--- src/rtl/bridge_lock_ctrl.sv ---
module bridge_lock_ctrl (
  input  logic       clk,
  input  logic       rst_n,
  input  logic       init_lock_n,
  input  logic       init_frame_n,
  input  logic       xact_start,
  input  logic       xact_posted,
  input  logic       xact_done,
  input  logic [1:0] xact_term,
  input  logic       repeat_hit,
  input  logic       serr_en,
  input  logic       mabort_mode,
  input  logic [1:0] stat_clr,
  output logic       tgt_lock_n,
  output logic       fwd_en,
  output logic [1:0] abort_ret,
  output logic [1:0] stat_abort,
  output logic       serr_n
);

  typedef enum logic [2:0] {S_IDLE, S_PEND, S_HELD, S_ABT, S_REL} st_t;

  st_t  st, st_nx;
  logic posted_q, busy_q, mab_q;

  wire in_flight = (st == S_PEND) || (st == S_HELD && busy_q);
  wire ev_done   = xact_done && in_flight;
  wire ev_ok     = ev_done && xact_term == 2'd0;
  wire ev_retry  = ev_done && xact_term == 2'd1;
  wire ev_abort  = ev_done && xact_term[1];
  wire is_mab    = xact_term == 2'd3;
  wire can_start = (st == S_IDLE) || (st == S_HELD && !busy_q);
  wire released  = init_lock_n && init_frame_n;

  always_comb begin
    st_nx = st;
    case (st)
      S_IDLE: if (xact_start) st_nx = S_PEND;
      S_PEND, S_HELD: begin
        if (ev_retry)
          st_nx = (st == S_PEND) ? S_REL : S_HELD;
        else if (ev_abort)
          st_nx = posted_q ? S_REL : S_ABT;
        else if (ev_ok)
          st_nx = (posted_q && init_lock_n) ? S_REL : S_HELD;
        else if (st == S_HELD && !busy_q && !xact_start && released)
          st_nx = S_REL;
      end
      S_ABT:   if (repeat_hit) st_nx = S_IDLE;
      default: st_nx = S_IDLE;
    endcase
  end

  always_ff @(posedge clk or negedge rst_n) begin
    if (!rst_n) begin
      st         <= S_IDLE;
      posted_q   <= 1'b0;
      busy_q     <= 1'b0;
      mab_q      <= 1'b0;
      serr_n     <= 1'b1;
      stat_abort <= 2'b00;
    end else begin
      st     <= st_nx;
      busy_q <= (st == S_HELD) && (st_nx == S_HELD) &&
                (busy_q ? !xact_done : xact_start);
      if (xact_start && can_start) posted_q <= xact_posted;
      if (ev_abort) mab_q <= is_mab;
      serr_n <= !(ev_abort && posted_q && serr_en && (!is_mab || mabort_mode));
      stat_abort[0] <= (stat_abort[0] & ~stat_clr[0]) | (ev_abort & ~is_mab);
      stat_abort[1] <= (stat_abort[1] & ~stat_clr[1]) | (ev_abort & is_mab);
    end
  end

  assign tgt_lock_n = !(st == S_PEND || st == S_HELD);
  assign fwd_en     = (st == S_IDLE);
  assign abort_ret  = (st == S_ABT) ? {1'b1, mab_q} : 2'b00;

endmodule


--- config.mk ---
export PLATFORM = sky130hd
export DESIGN_NAME = bridge_lock_ctrl
export DESIGN_NICKNAME = d
export VERILOG_FILES = /design/src/rtl/bridge_lock_ctrl.sv
export SDC_FILE = /design/constraint.sdc
export NUM_CORES = 1
export LEC_CHECK = 0
export ABC_AREA = 1
export BUFFER_PORTS_ARGS = -buffer_cell sky130_fd_sc_hd__buf_4
export CAP_MARGIN = 20
export CORE_UTILIZATION = 40
export DETAILED_ROUTE_END_ITERATION = 7
export HOLD_SLACK_MARGIN = 0.03
export PLACE_DENSITY_LB_ADDON = 0.1
export SETUP_SLACK_MARGIN = 0.15
export SYNTH_ARGS = -nofsm -noshare
export SYNTH_HDL_FRONTEND = slang
export SYNTH_SLANG_ARGS = --single-unit
--- constraint.sdc ---
create_clock -name clk -period 1.3 [get_ports clk]
set_input_delay 0.26 -clock clk [delete_from_list [all_inputs] [get_ports clk]]
set_output_delay 0.26 -clock clk [all_outputs]
set_load 0.005 [all_outputs]
Word-level counts from Yosys, hierarchy flattened
Cells that the tools add are included.
{"block": "totals", "memories": 0, "out_inout_bits": 7, "elab_cells": 62, "mem_bits_ro": 0, "ramBits": 0, "regBits": 9, "latch_bits": 0, "input_bits": 14}
{"block": "op_classes", "multipliers": 0, "n_mux": 12, "n_bitwise": 9, "shift": 0, "eq_ne": 6, "add_sub_neg": 0, "n_lt_le_gt_ge": 0, "div_mod_pow": 0, "reduce_logical": 29}
{"operator": "two-way mux 3 bit", "count": 9}
{"operator": "logical AND 1 bit", "count": 16}
{"operator": "equality test 3 x 2 -> 1 bit, second input constant", "count": 3}
{"operator": "one-hot mux 3 bit (3 select lines)", "count": 1}
{"operator": "logical NOT 1 bit", "count": 6}
{"operator": "bitwise AND 1 bit", "count": 4}
{"operator": "logical OR 1 bit", "count": 4}
{"operator": "equality test 3 x 1 -> 1 bit, second input constant", "count": 1}
{"operator": "logical NOT 3 bit", "count": 1}
{"operator": "NOT 1 bit", "count": 3}
{"operator": "equality test 2 x 1 -> 1 bit, second input constant", "count": 1}
{"operator": "equality test 2 bit, second input constant", "count": 1}
{"operator": "logical NOT 2 bit", "count": 1}
{"operator": "two-way mux 2 bit", "count": 1}
{"operator": "bitwise OR 1 bit", "count": 2}
{"operator": "OR reduction 2 bit", "count": 1}
{"operator": "two-way mux 1 bit", "count": 1}

Depth between registers and ports, before layout
{"block": "logic_depth", "word_depth": 12, "depth_mapped": 11, "ltp_nobuf": 11}

Worst setup path before layout
No wires, ideal clock.
{"block": "synth_timing", "path_kind": "register to register", "start": "register st[0]", "end": "register st[1]", "path_stages_with_launch": 11, "period_less_slack_ns": 1.146, "required_ns": 1.184, "t_arrival_ns": 1.030, "path_buffers": 0, "setup_time_ns": 0.116, "slack_ns": 0.154, "cell_sequence": "dfrtp_1 > inv_1 > nand3_1 > nor2_1 > nor2_1 > nand2_1 > nand2_1 > nand2_1 > nand2_1 > nand2_1 > nand2_1"}
{"block": "synth_between", "elab_chain_cells": 9, "elab_cells_between_ends": 20, "cone_classes": "eq/ne: 3; mux: 6; reduce/logical: 11"}
{"element": "from (decl)", "line": "23", "source": "st_t st, st_nx;"}
{"element": "from (signal assigned)", "line": "63", "source": "st <= st_nx;"}
{"element": "equality test 3 x 2 -> 1 bit", "line": "26, 37, 46"}
{"element": "logical AND 1 bit (on tied branches)", "line": "46, 26"}
{"element": "logical AND 1 bit / logical OR 1 bit (equally long branches)", "line": "46, 26"}
{"element": "logical AND 1 bit (on tied branches)", "line": "46, 27"}
{"element": "two-way mux 3 bit / logical AND 1 bit (equally long branches)", "line": "46, 28"}
{"element": "two-way mux 3 bit", "line": "44", "source": "else if (ev_ok)"}
{"element": "two-way mux 3 bit", "line": "42", "source": "else if (ev_abort)"}
{"element": "two-way mux 3 bit", "line": "40", "source": "if (ev_retry)"}
{"element": "one-hot mux 3 bit (3 select lines) *", "line": "37", "source": "case (st)"}
{"element": "named net st_nx[1]", "line": "23"}
Mark *: on every way through the listed nets, which the timed path passes. The rest lies on a longest branch.
A chain may end at the register's enable or synchronous reset.

Final worst setup path
{"block": "layout_timing", "start": "register st[0]", "end": "output port fwd_en"}
{"block": "layout_between", "elab_chain_cells": 1}
{"element": "logical NOT 3 bit", "line": "75", "source": "assign fwd_en = (st == S_IDLE);"}
{"element": "to (decl)", "line": "15", "source": "output logic fwd_en,"}
No other way between the ends.

==> impl_results.md <==
* Status: finished with violations
* Failing checks: setup timing
* Largest fanout on the critical path at 3
* YS warnings at 0
* Fraction of layout cells with a size suffix above 1 at 0.603
* Layout area overhead at 88.6%
* Peak supply drop at 1.27 mV
* Min-delay worst type: in2reg
* Final #Nets at 136
* Setup Crit Path Kind: reg2out
* Comb pwr share at 0.619
* Metal3 WL at 73 um
* First-pass GRT wire length at 2440 um
* Final total power at 1.69 mW
* WL/cell at 14.3 um
* Crit path launch: st[0]$_DFF_PN0_
* Least-Margin Pin Slew at 0.255 ns
* Post-layout minimum cycle time at 1.48 ns
* IO Port Bufs at 20
* Largest net degree at the start of global routing at 10
* R2R cell count at 9
* CTS tree: done
* Clock network power share at 0.122
* Fin. Hold Viols at 0
* Sw Ratio at 0.391
* Clock Skew at 0.00575 ns
* Global route overflow at 0
* Final TNS setup at -1.19 ns
* Nature of the critical path endpoint: output pin
* Final setup viols at 10
* Slowest CP cell: dfrtp_1
* MaxCap Viol Count at 0
* DR WL met2 at 1030 um
* Starting DRT DRC Count at 11
* Initial antenna violation count at 0
* RSZ-0062 raised after global routing: true
* Seq/Total Area, Yosys at 0.420
* Fin crit share at 1.14
* Clock slew at reported path FFs at 0.06 ns
* Drt drc at 0
* Worst R2R Start: st[1]$_DFF_PN0_
* H-tree depth at 1
* DP Wirelength at 1040 um
* Syn Std Cell Area at 539 um^2
* Clock Tree Root: clkbuf_4
* Avg Cell Area, Syn at 6.91 um^2
* Vias at 685
* Dpl cell area at 707 um^2
* Reg2Reg Setup Slack at -0.18 ns
* ANT cells at 0
* Post-Synthesis Cells at 78
* Seq cells post-synth at 9
* WP buf/inv at 2
* Top routing layer in use: met4
* Clk Latency, worst-skew pair at 0.26 ns
* M1 wire length at 816 um
* Worst Path Arrival at 1.22 ns
* P_sw at 0.662 mW
* IO Count at 21
* Num CTS Buffers at 3
* Most common cell on crit path: buf_4
* Final hold slack at 0.157 ns
* Die W at 38.7 um
* GRT Total Usage at 0.248
* Clock tree sinks at 9
* Most common library cell in the layout ignoring fill and taps: buf_4
* Commonest non-fill, non-tap cells in the layout: buf_4 (31), nand2_1 (16), inv_1 (11), nor2_1 (7), buf_6 (7)
* Largest delay share family, worst path: flip-flops
* Worst Setup EP: fwd_en
* Worst r2r dst: st[1]$_DFF_PN0_
* Die Height at 38.7 um
* Syn_nets at 92
* Instance count on the critical path at 3
* Part of the power in registers at 0.258
* Slew Limit Fails at 0
* CP required at 1.04 ns
* Drt pass-1 iters at 4
* Vias in the first global route at 604
* Critical path, cell by cell: buf_4 -> nor3_2 -> buf_4
* Crit path launch type: flip-flop
* Power per cell area at 1660 mW/mm^2
* Initial core utilization at 0.460
* Vias/cell at 5.07
* Core footprint at 0.00117 mm^2
* Final Cell Area at 0.00102 mm^2
* Site Rows at 12
* Total Wirelength at 1930 um
* Fmax at 676 MHz
* Worst path max stage delay at 0.41 ns
* Cell Int Power at 1.03 mW
* Max_slew headroom at 0.829
* Cell variety after synth at 18
* Die ar. at 0.00150 mm^2
* Fill count at 68
* Clock Tree Buf Depth at 2
* Leak Pwr at 0.542 nW
* Worst hold path stage count at 2
* Routability Congestion at 0.747
* DRT antenna net count at 0
* Final worst slack at -0.178 ns
## per-stage QoR
step           instances   util  setup slack [ns]
2_1_floorplan         78      -             0.154
3_3_place_gp         112  0.604            0.0114
3_5_place_dp         112  0.604         0.0000707
4_1_cts              131  0.787            -0.149
5_1_grt              135  0.869            -0.240
6_report             135  0.869            -0.178
## cell families (layout without fill, tap and decap cells)
| group | Yosys count | in the layout | synth area share |
|---|---|---|---|
| compound gates | 9 | 9 | 0.0998 |
| flops | 9 | 9 | 0.420 |
| simple gates | 44 | 44 | 0.369 |
| buf+inv | 16 | 59 | 0.111 |
## worst min-delay path by stage
stage | startpoint | endpoint | slack, ns
after global routing | stat_clr[1] | stat_abort[1]$_DFF_PN0_ | 0.15
after global placement | rst_n | stat_abort[1]$_DFF_PN0_ | 0.09
after floorplan | rst_n | busy_q$_DFF_PN0_ | -0.04
after detailed placement | rst_n | stat_abort[1]$_DFF_PN0_ | 0.09
after CTS | stat_clr[1] | stat_abort[1]$_DFF_PN0_ | 0.15
final | stat_clr[1] | stat_abort[1]$_DFF_PN0_ | 0.16
## repair_timing
item / CTS / global route
pin swaps: 7 / 4
hold buffers: 1 / 0
endpoints found under the setup margin: 11 / 13
setup buffers: 14 / 4
resized for setup: 26 / 14
hold endpoints to repair: 9 / 0
## state kept, by name (all words and copies together) (netlist names)
name,flops
st,3
posted_q,1
busy_q,1
serr_n,1
mab_q,1
stat_abort,2
## power groups by stage
stage               Combinational (mW)  Sequential [mW]  Clock [mW]
global placement                 0.461            0.419           0
finish                            1.05            0.436       0.207
floorplan                        0.286            0.409           0
CTS                              0.859            0.424       0.215
detailed placement               0.469            0.424           0
global route                      1.11            0.439       0.228
## metal layers
metal / up-vias / track usage
met4: 0 / 0.0776
met3: 2 / 0.0347
met2: 16 / 0.421
li1: 335 / -
met5: - / 0
met1: 332 / 0.322
## cells in the mapped netlist
library cell / n / area, um^2
nand4_1: 2 / 12.5
or2_2: 1 / 6.26
nor2_4: 1 / 11.3
o21ai_0: 4 / 20.0
dfstp_2: 1 / 26.3
nand3_2: 1 / 10.0
nand3_1: 3 / 15.0
a21oi_1: 2 / 10.0
o21ai_2: 1 / 8.76
inv_1: 14 / 52.6
nand2_2: 2 / 12.5
o2111ai_1: 1 / 8.76
nor3_1: 3 / 15.0
dfrtp_1: 8 / 200
nor2_1: 9 / 33.8
inv_2: 2 / 7.51
o22ai_1: 1 / 6.26
nand2_1: 22 / 82.6
## cell type report
| type | instances | area (um^2) | share of cell area |
|---|---|---|---|
| clock buffer | 4 | 26.3 | 0.0258 |
| timing repair buffer | 39 | 322 | 0.316 |
| multi-input combinational | 53 | 360 | 0.354 |
| inverter | 16 | 62.6 | 0.0615 |
| tap | 14 | 17.5 | 0.0172 |
| sequential | 9 | 229 | 0.225 |
(Power assumes the default switching activity.)
